[src/rtl/hs_line_pkg.sv]
package hs_line_pkg;

  localparam int PORT_W   = 8;
  localparam int TREQ_BIT = 3;
  localparam int TACK_BIT = 4;
  localparam int TIP_BIT  = 5;

  typedef enum logic [2:0] {
    CMD_TIP_ON    = 3'd0,
    CMD_BOTH_ON   = 3'd1,
    CMD_TACK_ON   = 3'd2,
    CMD_TACK_OFF  = 3'd3,
    CMD_TACK_FLIP = 3'd4,
    CMD_BOTH_OFF  = 3'd5
  } hs_cmd_e;

  // strobes from control to the line registers
  typedef struct packed {
    logic setTip;
    logic clrTip;
    logic setTack;
    logic clrTack;
    logic flipTack;
  } line_strobe_t;

  function automatic line_strobe_t strobesFor(input logic [2:0] code);
    line_strobe_t s;
    s = '0;
    case (code)
      CMD_TIP_ON:    s.setTip = 1'b1;
      CMD_BOTH_ON:   begin s.setTip = 1'b1; s.setTack = 1'b1; end
      CMD_TACK_ON:   s.setTack = 1'b1;
      CMD_TACK_OFF:  s.clrTack = 1'b1;
      CMD_TACK_FLIP: s.flipTack = 1'b1;
      CMD_BOTH_OFF:  begin s.clrTip = 1'b1; s.clrTack = 1'b1; end
      default:       s = '0;
    endcase
    return s;
  endfunction

endpackage

[src/rtl/hs_treq_sync.sv]
module hs_treq_sync #(
  parameter int STAGES = 2
) (
  input  logic clk,
  input  logic rstN,
  input  logic treqN,
  output logic treqPresent
);
  logic [STAGES-1:0] syncQ;

  // the line idles high, so reset to "no request"
  always_ff @(posedge clk or negedge rstN) begin
    if (!rstN) syncQ <= '1;
    else       syncQ <= {syncQ[STAGES-2:0], treqN};
  end

  assign treqPresent = ~syncQ[STAGES-1];
endmodule

[src/rtl/hs_line_ctrl.sv]
module hs_line_ctrl
  import hs_line_pkg::*;
#(
  parameter int CLK_HZ       = 100_000_000,
  parameter int TIP_ON_US    = 450,
  parameter int TACK_ON_US   = 400,
  parameter int RELEASE_US   = 300
) (
  input  logic         clk,
  input  logic         rstN,
  input  logic         legacyMode,
  input  logic         cmdValid,
  input  logic [2:0]   cmdCode,
  output logic         busy,
  output line_strobe_t strobe
);
  localparam int TICKS_RAW    = CLK_HZ / 1_000_000;
  localparam int TICKS_PER_US = (TICKS_RAW < 1) ? 1 : TICKS_RAW;
  localparam int PRE_W        = (TICKS_PER_US < 2) ? 1 : $clog2(TICKS_PER_US);
  localparam int US_MAX_A     = (TIP_ON_US > TACK_ON_US) ? TIP_ON_US : TACK_ON_US;
  localparam int US_MAX       = (US_MAX_A > RELEASE_US) ? US_MAX_A : RELEASE_US;
  localparam int US_W         = $clog2(US_MAX + 1);
  localparam logic [PRE_W-1:0] PRE_LAST = PRE_W'(TICKS_PER_US - 1);

  logic [PRE_W-1:0] preCnt;
  logic [US_W-1:0]  usLeft;
  logic [2:0]       pendCode;
  logic             accept, needsWait, fire;
  logic [US_W-1:0]  waitUs;

  always_comb begin
    case (cmdCode)
      CMD_TIP_ON, CMD_BOTH_ON:   waitUs = US_W'(TIP_ON_US);
      CMD_TACK_ON:               waitUs = US_W'(TACK_ON_US);
      default:                   waitUs = US_W'(RELEASE_US);
    endcase
  end

  assign accept    = cmdValid && !busy && (cmdCode <= 3'd5);
  assign needsWait = legacyMode && (cmdCode != CMD_TACK_FLIP);
  assign fire      = busy && (preCnt == '0) && (usLeft == US_W'(1));

  always_ff @(posedge clk or negedge rstN) begin
    if (!rstN) begin
      busy     <= 1'b0;
      preCnt   <= '0;
      usLeft   <= '0;
      pendCode <= '0;
    end else if (busy) begin
      if (preCnt == '0) begin
        preCnt <= PRE_LAST;
        if (usLeft == US_W'(1)) busy <= 1'b0;
        else                    usLeft <= usLeft - US_W'(1);
      end else begin
        preCnt <= preCnt - PRE_W'(1);
      end
    end else if (accept && needsWait) begin
      busy     <= 1'b1;
      preCnt   <= PRE_LAST;
      usLeft   <= waitUs;
      pendCode <= cmdCode;
    end
  end

  always_comb begin
    if (fire)                       strobe = strobesFor(pendCode);
    else if (accept && !needsWait)  strobe = strobesFor(cmdCode);
    else                            strobe = '0;
  end
endmodule

[src/rtl/hs_line_regs.sv]
module hs_line_regs
  import hs_line_pkg::*;
(
  input  logic              clk,
  input  logic              rstN,
  input  logic              legacyMode,
  input  line_strobe_t      strobe,
  output logic              tipLine,
  output logic              tackLine,
  output logic [PORT_W-1:0] portOut,
  output logic [PORT_W-1:0] portDir
);
  logic tipAct, tackAct;

  always_ff @(posedge clk or negedge rstN) begin
    if (!rstN) begin
      tipAct  <= 1'b0;
      tackAct <= 1'b0;
    end else begin
      if (strobe.setTip)        tipAct <= 1'b1;
      else if (strobe.clrTip)   tipAct <= 1'b0;
      if (strobe.flipTack)      tackAct <= ~tackAct;
      else if (strobe.setTack)  tackAct <= 1'b1;
      else if (strobe.clrTack)  tackAct <= 1'b0;
    end
  end

  // older generation drives active high, newer active low
  assign tipLine  = legacyMode ? tipAct  : ~tipAct;
  assign tackLine = legacyMode ? tackAct : ~tackAct;

  for (genvar b = 0; b < PORT_W; b++) begin : g_port
    if (b == TIP_BIT) begin : g_tip
      assign portOut[b] = tipLine;
      assign portDir[b] = 1'b1;
    end else if (b == TACK_BIT) begin : g_tack
      assign portOut[b] = tackLine;
      assign portDir[b] = 1'b1;
    end else begin : g_in
      assign portOut[b] = 1'b0;
      assign portDir[b] = 1'b0;
    end
  end
endmodule

[src/rtl/hs_line_driver.sv]
module hs_line_driver
  import hs_line_pkg::*;
#(
  parameter int CLK_HZ     = 100_000_000,
  parameter int TIP_ON_US  = 450,
  parameter int TACK_ON_US = 400,
  parameter int RELEASE_US = 300,
  parameter int SYNC_STAGES = 2
) (
  input  logic        clk,
  input  logic        rstN,
  input  logic        legacyMode,
  input  logic        cmdValid,
  input  logic [2:0]  cmdCode,
  input  logic        treqN,
  output logic        busy,
  output logic        tipLine,
  output logic        tackLine,
  output logic        treqPresent,
  output logic [7:0]  portOut,
  output logic [7:0]  portDir
);
  line_strobe_t strobe;

  hs_line_ctrl #(
    .CLK_HZ(CLK_HZ), .TIP_ON_US(TIP_ON_US),
    .TACK_ON_US(TACK_ON_US), .RELEASE_US(RELEASE_US)
  ) ctrlI (
    .clk(clk), .rstN(rstN), .legacyMode(legacyMode),
    .cmdValid(cmdValid), .cmdCode(cmdCode),
    .busy(busy), .strobe(strobe)
  );

  hs_line_regs regsI (
    .clk(clk), .rstN(rstN), .legacyMode(legacyMode), .strobe(strobe),
    .tipLine(tipLine), .tackLine(tackLine),
    .portOut(portOut), .portDir(portDir)
  );

  hs_treq_sync #(.STAGES(SYNC_STAGES)) syncI (
    .clk(clk), .rstN(rstN), .treqN(treqN), .treqPresent(treqPresent)
  );
endmodule

[config.mk]
export PLATFORM = sky130hd
export DESIGN_NAME = hs_line_driver
export DESIGN_NICKNAME = d
export VERILOG_FILES = /design/src/rtl/hs_line_pkg.sv /design/src/rtl/hs_treq_sync.sv /design/src/rtl/hs_line_ctrl.sv /design/src/rtl/hs_line_regs.sv /design/src/rtl/hs_line_driver.sv
export SDC_FILE = /design/constraint.sdc
export NUM_CORES = 1
export LEC_CHECK = 0
export BUFFER_PORTS_ARGS = -buffer_cell sky130_fd_sc_hd__buf_2
export CORE_ASPECT_RATIO = 2
export CORE_MARGIN = 5
export CORE_UTILIZATION = 55
export DETAILED_ROUTE_END_ITERATION = 8
export PLACE_DENSITY = 0.8
export SLEW_MARGIN = 10
export SYNTH_ARGS = -nofsm -noshare
export SYNTH_HDL_FRONTEND = slang
export SYNTH_SLANG_ARGS = --single-unit
[constraint.sdc]
create_clock -name clk -period 4.6 [get_ports clk]
set_input_delay 0.92 -clock clk [delete_from_list [all_inputs] [get_ports clk]]
set_output_delay 0.92 -clock clk [all_outputs]
set_load 0.005 [all_outputs]
# Yosys cells after proc, flatten, opt, wreduce, memory -nomap -nowiden
# Cells that the tools add are included.
# totals
inputBits	8
wordCells	82
register_bits	24
# op_classes
add_sub_neg	2
n_reduce_logical	23
eq_ne	14
n_mux	31
bitwise_logic	4
n_lt_le_gt_ge	1
# ops
cell	n
9-bit 2-to-1 mux	4
1-bit 2-to-1 mux	21
7-bit 2-to-1 mux	3
8-bit case mux with 2 select lines	1
3-bit by 2-bit == test with 1-bit output, second input constant	4
3-bit == test, second input constant	4
2-bit OR reduction	6
5-bit 2-to-1 mux	2
9-bit by 1-bit == test with 1-bit output, second input constant	1
9-bit by 1-bit subtractor with 9-bit output, second input constant	1
1-bit logical AND	7
7-bit zero test	1
7-bit by 1-bit subtractor with 7-bit output, second input constant	1
3-bit by 1-bit == test with 1-bit output, second input constant	2
3-bit zero test	2
2-bit inequality test, second input constant	2
1-bit NOT	4
2-bit nonzero test	2
3-bit less-or-equal comparator, second input constant	1
3-bit inequality test, second input constant	1
3-bit AND reduction	1
3-bit nonzero test	1
1-bit zero test	2
2-bit AND reduction	1

# Depth between registers and ports, before layout
# Gate-level depths: netlist of the first run.
# logic_depth
depth_word	9
depth_mapped	6
ltp_nobuf	6

# Modules after synthesis
# A second synthesis of the first run with hierarchy kept.
# hier_totals
hier_cells	182
area_unflattened_um2	1624.1
# by_module_without_submodules
mod	area_each_um2	cells_per_inst	instances
hs_line_ctrl	1343.8	152	1
hs_line_regs	224.0	27	1
hs_treq_sync	56.3	3	1

# Least setup slack after synthesis of the first run
# OpenSTA, ideal clock, no wires.
# synth_timing
kind	input-to-reg
startpoint	input cmdCode[1]
endpoint	register ctrlI.usLeft[6]
path_buffers	1
setup_ns	0.126
t_arrival_ns	2.231
required_time_ns	4.474
path_slack_ns	2.243
stages	5
cell_sequence	clkbuf_1 or2b_2 a211oi_2 inv_1 a311o_1
# synth_between
elab_chain_len	5
# synth_rtl
element	line	rtl
start, declared	hs_line_driver.sv:14	input logic [2:0] cmdCode,
3-bit less-or-equal comparator (tied with other cells)	hs_line_ctrl.sv:39	assign accept = cmdValid && !busy && (cmdCode <= 3'd5);
1-bit logical AND (tied with other cells)	hs_line_ctrl.sv:39	
1-bit logical AND / 8-bit case mux with 2 select lines (equally long branches)	hs_line_ctrl.sv:57, hs_line_ctrl.sv:32	
2-bit nonzero test (no source line) / 9-bit 2-to-1 mux (equally long branches)	--	
3-bit AND reduction (no source line) / 9-bit 2-to-1 mux (equally long branches)	--	
end signal, assigned	hs_line_ctrl.sv:53	else usLeft <= usLeft - US_W'(1);
end signal, assigned	hs_line_ctrl.sv:60	usLeft <= waitUs;
end, declared	hs_line_ctrl.sv:26	logic [US_W-1:0] usLeft;
# Several ways; a longest one is shown, not always the timed one. The select of a mux whose other input is x is not followed.
# A chain may end at the register's enable or synchronous reset.

# Final worst setup path of the first run
# layout_timing
startpoint	input legacyMode
endpoint	output portOut[4]
# layout_between
elab_chain_len	1
# layout_rtl
element	line	rtl
start, declared	hs_line_driver.sv:12	input logic legacyMode,
1-bit 2-to-1 mux	hs_line_regs.sv:30	assign tackLine = legacyMode ? tackAct : ~tackAct;
end, declared	hs_line_driver.sv:20	output logic [7:0] portOut,
# No other way between the ends.

==> results_dict.tcl, run 1 <==
set metrics [dict create \
    status "complete, no violations" \
    start_util_pct 57.7 \
    synth_fa_ha_area_share_pct 2.91 \
    antenna_found_initial 0 \
    die_h_um 89.0 \
    crit_path_end_kind "primary output" \
    relSlewSlack_pct 37.2 \
    grt_max_degree 25 \
    period_share_pct 50.2 \
    post_cts_buffers 0 \
    maxCapViolations 0 \
    cts_root_buf "clkbuf_8" \
    cts_sinks 24 \
    synth_compound_area_share_pct 20.8 \
    initialDrtViolationCount 59 \
    area_growth_pct 1.89 \
    grt-ovfl-total 0 \
    antenna_cells 0 \
    whs_ns 0.365 \
    dr.pass1.iters 4 \
    cp.arrival_ns 1.39 \
    slew_violations 0 \
    worst_slew_pin_slew_ns 0.933 \
    setup_ws_ns 2.29 \
    clkTransAtPathRegs_ns 0.08 \
    layout.nets 198 \
    synth-xor-area-share_pct 3.57 \
    pin_count 28 \
    leakagePower_nw 0.742 \
    numCtsBuffers 3 \
    htreeDepth 1 \
    synth_flop_cell "dfrtp_1" \
    die_area_um2 4410 \
    coreArea_um2 2980 \
    period_minus_slack_ns 2.31 \
    synth-simple-area-share_pct 20.0 \
    synth_edf_count 0 \
    place_ws_ns 2.10 \
    ant_nets 0 \
    max_freq_mhz 433 \
    nFillCells 262 \
    portBuffers 13 \
    synth.ff_latch_count 24 \
    muxShareOfSynthArea_pct 5.54 \
    p_per_area_nw_per_um2 441 \
    avgSynthCellArea_um2 9.60 \
    vias_per_cell 6.27 \
    grt_usage_pct 18.5 \
    ys_types 56 \
    syn_area_um2 1720 \
    worstPathRequired_ns 3.68 \
    grt_pass1_vias 1431 \
    fp.dieW_um 49.5 \
    crit-reg2reg-launch "ctrlI.preCnt[2]$_DFFE_PN0P_" \
    rsz0062_at_grt "no" \
    tns_ns 0 \
    path_max_fanout 7 \
    start_kind "primary input" \
    cp-startpoint "legacyMode" \
    yosys-top-cells-count "dfrtp_1 (22), buf_4 (18), a21oi_1 (11)" \
    drc 0 \
    design_area_um2 1750 \
    yosys.area.top_type "dfrtp_1" \
    wl_per_cell_um 17.7 \
    hold_buffers 0 \
    cts_tree "done" \
    syn_inst 179 \
    ir_drop_mv 0.244 \
    report.final.setup_viol 0 \
    gp_congestion 0.870 \
    final_util_pct 58.8 \
    rows 28 \
    seq_area_frac_synth_pct 35.1 \
    synth_top_family_by_area "compound AO/OA/AOI/OAI gates" \
    place_area_um2 1700 \
    grt_pass1_wl_mm 6.51 \
    wirelength_mm 3.80 \
    ys.warnings.count 0 \
    hold_path_class "register to register" \
    ctsResizeCount 0 \
    synth-async-reset-ratio_pct 100 \
    clock_skew_ns 0.00386 \
    synth.most_common_cell "dfrtp_1" \
    hold_viol 0 \
    place_hpwl_mm 2.87 \
    drive_gt1_share_pct 17.8 \
    clock_latency_ns 0.27 \
    vias 1349 \
    crit_type "primary input to primary output" \
    hold_start "syncI.syncQ[0]$_DFF_PN1_" \
    synth_top_area_share_pct 32.0 \
    clk_path_buf_depth 2 \
    netlist_top_cells_area "dfrtp_1 (32%), buf_4 (7.9%), a21oi_1 (3.2%), dfstp_2 (3.1%), ha_1 (2.9%)" \
]
registers in the layout (all words and copies together) (netlist names):
name	flops
ctrlI.busy	1
ctrlI.pendCode	3
ctrlI.preCnt	7
ctrlI.usLeft	9
regsI.tackAct	1
regsI.tipAct	1
syncI.syncQ	2
final timing paths:
kind | cells after the start | endpoint | slack, ns
worst max register to register | 4 | regsI.tackAct$_DFFE_PN0P_ | 2.31
worst max-delay path | 3 | portOut[4] | 2.29
worst min-delay path | 0 | syncI.syncQ[1]$_DFF_PN1_ | 0.37
min in group asynchronous | 1 | ctrlI.pendCode[2]$_DFFE_PN0P_ | 0.62
worst min register to register | 0 | syncI.syncQ[1]$_DFF_PN1_ | 0.37
max in group asynchronous | 1 | syncI.syncQ[0]$_DFF_PN1_ | 3.61
layout make-up:
cell class | instances | area, um2 | area share (%)
Sequential cell | 24 | 603 | 34.5
Inverter | 8 | 30.0 | 1.72
Clock buffer | 4 | 55.1 | 3.15
Multi-Input combinational cell | 136 | 960 | 54.8
Tap cell | 30 | 37.5 | 2.14
Timing Repair Buffer | 13 | 65.1 | 3.72
cells in the final DEF, fill, tap and decap left out, types with 3 or more instances in the layout:
cell      Yosys  final
a21oi_1      11     11
nor3b_1       4      4
mux2i_1       5      5
o21ai_0       7      7
nand2b_1      6      6
nor3_1        8      8
clkbuf_8      0      4
a32oi_1       3      3
xnor2_1       5      5
nand4_1       3      3
buf_2         1     13
nor2_1        9      9
inv_1         8      8
nand2_1       6      6
a211oi_1      3      3
ha_1          4      4
a21o_1        3      3
dfrtp_1      22     22
mux2_2        4      4
conb_1        2     14
metal layers:
layer	up-vias	wire (um)	global-route usage (%)
met5	-	0	0
met4	0	216	13.4
met3	19	134	2.34
met2	49	2130	34.5
met1	642	1310	18.2
li1	639	-	-
per-stage QoR:
stage               power, W  instances
floorplan           0.000571        191
global placement    0.000608        211
detailed placement  0.000625        211
CTS                 0.000772        215
global route        0.000832        215
finish              0.000772        215
cell families (layout without fill, tap and decap cells):
group	after synthesis	count (layout)
DFF	24	24
AOI/OAI and AO/OA	47	47
and+or+nand+nor	55	55
adders and majority gates	4	4
other	2	14
buffers and inverters	31	25
muxes	9	9
xor gates and xnor gates	7	7
where the power goes:
group | internal [W] | total [W] | switching (W)
sequential | 0.000272 | 0.000368 | 0.0000963
clock | 0.0000766 | 0.000145 | 0.0000681
combinational | 0.000122 | 0.000259 | 0.000137
critical path, cell delays in order:
cell and delay (ns):
buf_2 0.14, xnor2_1 0.18, buf_2 0.14
Power figures use the tool's default switching activity.
==> run 2, diff against run 1 <==
--- a/config.mk
+++ b/config.mk
@@ -5,12 +5,13 @@
 export SDC_FILE = /design/constraint.sdc
 export NUM_CORES = 1
 export LEC_CHECK = 0
+export ABC_AREA = 1
 export BUFFER_PORTS_ARGS = -buffer_cell sky130_fd_sc_hd__buf_2
 export CORE_ASPECT_RATIO = 2
 export CORE_MARGIN = 5
-export CORE_UTILIZATION = 55
+export CORE_UTILIZATION = 50
 export DETAILED_ROUTE_END_ITERATION = 8
-export PLACE_DENSITY = 0.8
+export PLACE_DENSITY = 0.77
 export SLEW_MARGIN = 10
 export SYNTH_ARGS = -nofsm -noshare
 export SYNTH_HDL_FRONTEND = slang
==> constraint.sdc (replaced) <==
create_clock -name clk -period 2.03 [get_ports clk]
set_input_delay 0.406 -clock clk [delete_from_list [all_inputs] [get_ports clk]]
set_output_delay 0.406 -clock clk [all_outputs]
set_load 0.005 [all_outputs]
==> results_dict.tcl, run 2 <==
set metrics [dict create \
    cts_tree "done" \
    p_per_area_nw_per_um2 500 \
    clkTransAtPathRegs_ns 0.08 \
    muxShareOfSynthArea_pct 0 \
    comb_power_share_pct 5.5 \
    antenna_found_initial 0 \
    rsz0062_at_grt "no" \
    drive_gt1_share_pct 12.4 \
    cp.arrival_ns 2.00 \
    avgSynthCellArea_um2 7.40 \
    place_hpwl_mm 2.56 \
    swShare_pct 22.1 \
    worst_path_max_delay_cell "dfrtp_1" \
    synth_top_family_by_area "simple AND/OR/NAND/NOR gates" \
    hold_path_class "primary input to async pin" \
    final_cell_mix "nand2_1 (47), inv_1 (26), nand3_1 (23), o21ai_0 (23), dfrtp_1 (22)" \
    die_area_um2 4600 \
    final_util_pct 54.3 \
    place_area_um2 1660 \
    ir_drop_mv 0.430 \
    die_h_um 91.1 \
    status "complete, no violations" \
    vias_per_cell 5.25 \
    vias 1385 \
    slew_violations 0 \
    post_cts_buffers 0 \
    hold_viol 0 \
    fp.dieW_um 50.5 \
    synth-async-reset-ratio_pct 100 \
    relSlewSlack_pct 63.3 \
    grt_usage_pct 15.4 \
    grt_max_degree 25 \
    ctsResizeCount 0 \
    drc 0 \
    power_frac_clock_pct 38.3 \
    synth-simple-area-share_pct 30.9 \
    synth.most_common_cell "nand2_1" \
    area_growth_pct 4.34 \
    nFillCells 319 \
    cts_root_buf "clkbuf_8" \
    synth_flop_cell "dfrtp_1" \
    path_max_fanout 17 \
    met3_usage_pct 1.80 \
    dp.cells 260 \
    start_util_pct 52.0 \
    antenna_cells 0 \
    period_minus_slack_ns 1.81 \
    netlist_top_cells_area "dfrtp_1 (34%), nand2_1 (11%), buf_4 (7.3%), nand3_1 (7.0%), o21ai_0 (7.0%)" \
    wl_per_cell_um 12.3 \
    portBuffers 13 \
    cts_sinks 24 \
    power_w 0.000857 \
    leakagePower_nw 0.798 \
    max_freq_mhz 552 \
    wirelength_mm 3.26 \
    ant_nets 0 \
    stdcell_count 264 \
    synth-xor-area-share_pct 3.20 \
    clock_latency_ns 0.27 \
    numCtsBuffers 3 \
    syn_inst 222 \
    pin_count 28 \
    top_regs "ctrlI.usLeft (9), ctrlI.preCnt (7), ctrlI.pendCode (3)" \
    intPower_w 0.000667 \
    met1_usage_pct 17.0 \
    dr.pass1.iters 4 \
    worstPathRequired_ns 2.22 \
    p_sw_w 0.000190 \
    clock_skew_ns 0.00252 \
    start_kind "register" \
    layout_commonest_cell "nand2_1" \
    crit_chain "inv_1 > ha_1 > nand2_1 > o21ai_2 > nand2_1 > nor2_8 > o21ai_0 > o21ai_0" \
    rows 29 \
    htreeDepth 1 \
    grt_pass1_wl_mm 5.67 \
    hold_buffers 0 \
    syn_area_um2 1640 \
    pwr-share-seq_pct 56.2 \
    top_register "ctrlI.usLeft" \
    synth_compound_area_share_pct 10.4 \
    grt-ovfl-total 0 \
    report.final.setup_viol 0 \
    worst_slew_pin_slew_ns 0.551 \
    synth_top_area_share_pct 33.5 \
    crit_family "simple AND/OR/NAND/NOR gates" \
    design_area_um2 1710 \
    yosys.area.top_type "dfrtp_1" \
    top_usage_layer "met2" \
    yosys-top-cells-count "nand2_1 (47), inv_1 (26), nand3_1 (23), o21ai_0 (23), dfrtp_1 (22)" \
    synth_fa_ha_area_share_pct 3.05 \
    layout.nets 246 \
    largest_reg_flops 9 \
    ys.warnings.count 0 \
    synth_edf_count 0 \
    crit_path_end_kind "register" \
    cp_num_buf_inv 1 \
    grt_pass1_vias 1345 \
    period_share_pct 89.3 \
    coreArea_um2 3160 \
    maxCapViolations 0 \
    gp_congestion 0.892 \
    clk_path_buf_depth 2 \
    met2_usage_pct 27.6 \
    seq_area_frac_synth_pct 36.7 \
    tns_ns 0 \
    synth.ff_latch_count 24 \
    ys_types 32 \
    slowest_delay_ns 0.39 \
    crit_type "register to register" \
    initialDrtViolationCount 17 \
]
-- run 2: changes by cell type after synthesis, moves of 4 or more --
cell / before / now
nand2_1: 6 / 47
nor2_1: 9 / 21
inv_1: 8 / 26
nor3_1: 8 / 4
nand2b_1: 6 / 0
o21ai_0: 7 / 23
a21oi_1: 11 / 2
mux2_2: 4 / 0
nor3b_1: 4 / 0
nand3_1: 2 / 23
mux2i_1: 5 / 0
-- run 2: cells by family (layout without fill, tap and decap cells) --
kind of cell / count (synthesis) / after routing
adder cells (fa/ha/maj): 4 / 4
AND/OR/NAND/NOR: 108 / 108
AO/OA/AOI/OAI: 31 / 31
other: 2 / 14
buffers and inverters: 47 / 46
flip-flops: 24 / 24
XOR/XNOR: 6 / 6
-- run 2: layer usage --
metal | up-vias | wire length (um)
li1 | 701 | -
met1 | 643 | 1290
met2 | 33 | 1700
met4 | 0 | 86
met5 | - | 0
met3 | 8 | 175
-- run 2: worst register-to-register path: stages (launching register included) --
cell and delay [ns]:
dfrtp_1 0.39, inv_1 0.10, ha_1 0.17, nand2_1 0.08, o21ai_2 0.31, nand2_1 0.22
nor2_8 0.25, o21ai_0 0.12, o21ai_0 0.09
-- run 2: final timing paths --
kind	from	to	slack [ns]	cells after the start
max reg2reg	ctrlI.preCnt[0]$_DFFE_PN0P_	ctrlI.usLeft[1]$_DFFE_PN0P_	0.22	8
min in group clk	treqN	syncI.syncQ[0]$_DFF_PN1_	0.23	1
min	rstN	ctrlI.usLeft[3]$_DFFE_PN0P_	0.12	1
max in group asynchronous	rstN	syncI.syncQ[1]$_DFF_PN1_	1.55	1
min reg2reg	syncI.syncQ[0]$_DFF_PN1_	syncI.syncQ[1]$_DFF_PN1_	0.36	0
max	ctrlI.preCnt[0]$_DFFE_PN0P_	ctrlI.usLeft[1]$_DFFE_PN0P_	0.22	8
-- run 2: stage by stage --
stage / hold slack, ns / worst slack [ns]
floorplan: 0.110 / 0.504
global route: 0.163 / 0.0120
detailed placement: 0.348 / 0.231
CTS: 0.134 / 0.199
finish: 0.115 / 0.218
global placement: 0.346 / 0.247
-- run 2: layout make-up --
| cell class | count | area [um2] | area share [%] |
|---|---|---|---|
| multi-input cells | 163 | 835 | 48.7 |
| flip-flops and latches | 24 | 603 | 35.2 |
| inverters | 28 | 110 | 6.42 |
| repair buffers | 14 | 72.6 | 4.23 |
| clock buffers | 4 | 55.1 | 3.21 |
| well taps | 31 | 38.8 | 2.26 |
-- run 2: power groups by stage --
| stage | combinational, W | clock (W) | sequential (W) |
|---|---|---|---|
| 3_5_place_dp | 0.0000473 | 0 | 0.000491 |
| 3_3_place_gp | 0.0000472 | 0 | 0.000491 |
| 5_1_grt | 0.0000543 | 0.000358 | 0.000482 |
| 2_1_floorplan | 0.0000433 | 0 | 0.000491 |
| 4_1_cts | 0.0000474 | 0.000332 | 0.000482 |
| 6_report | 0.0000470 | 0.000328 | 0.000482 |
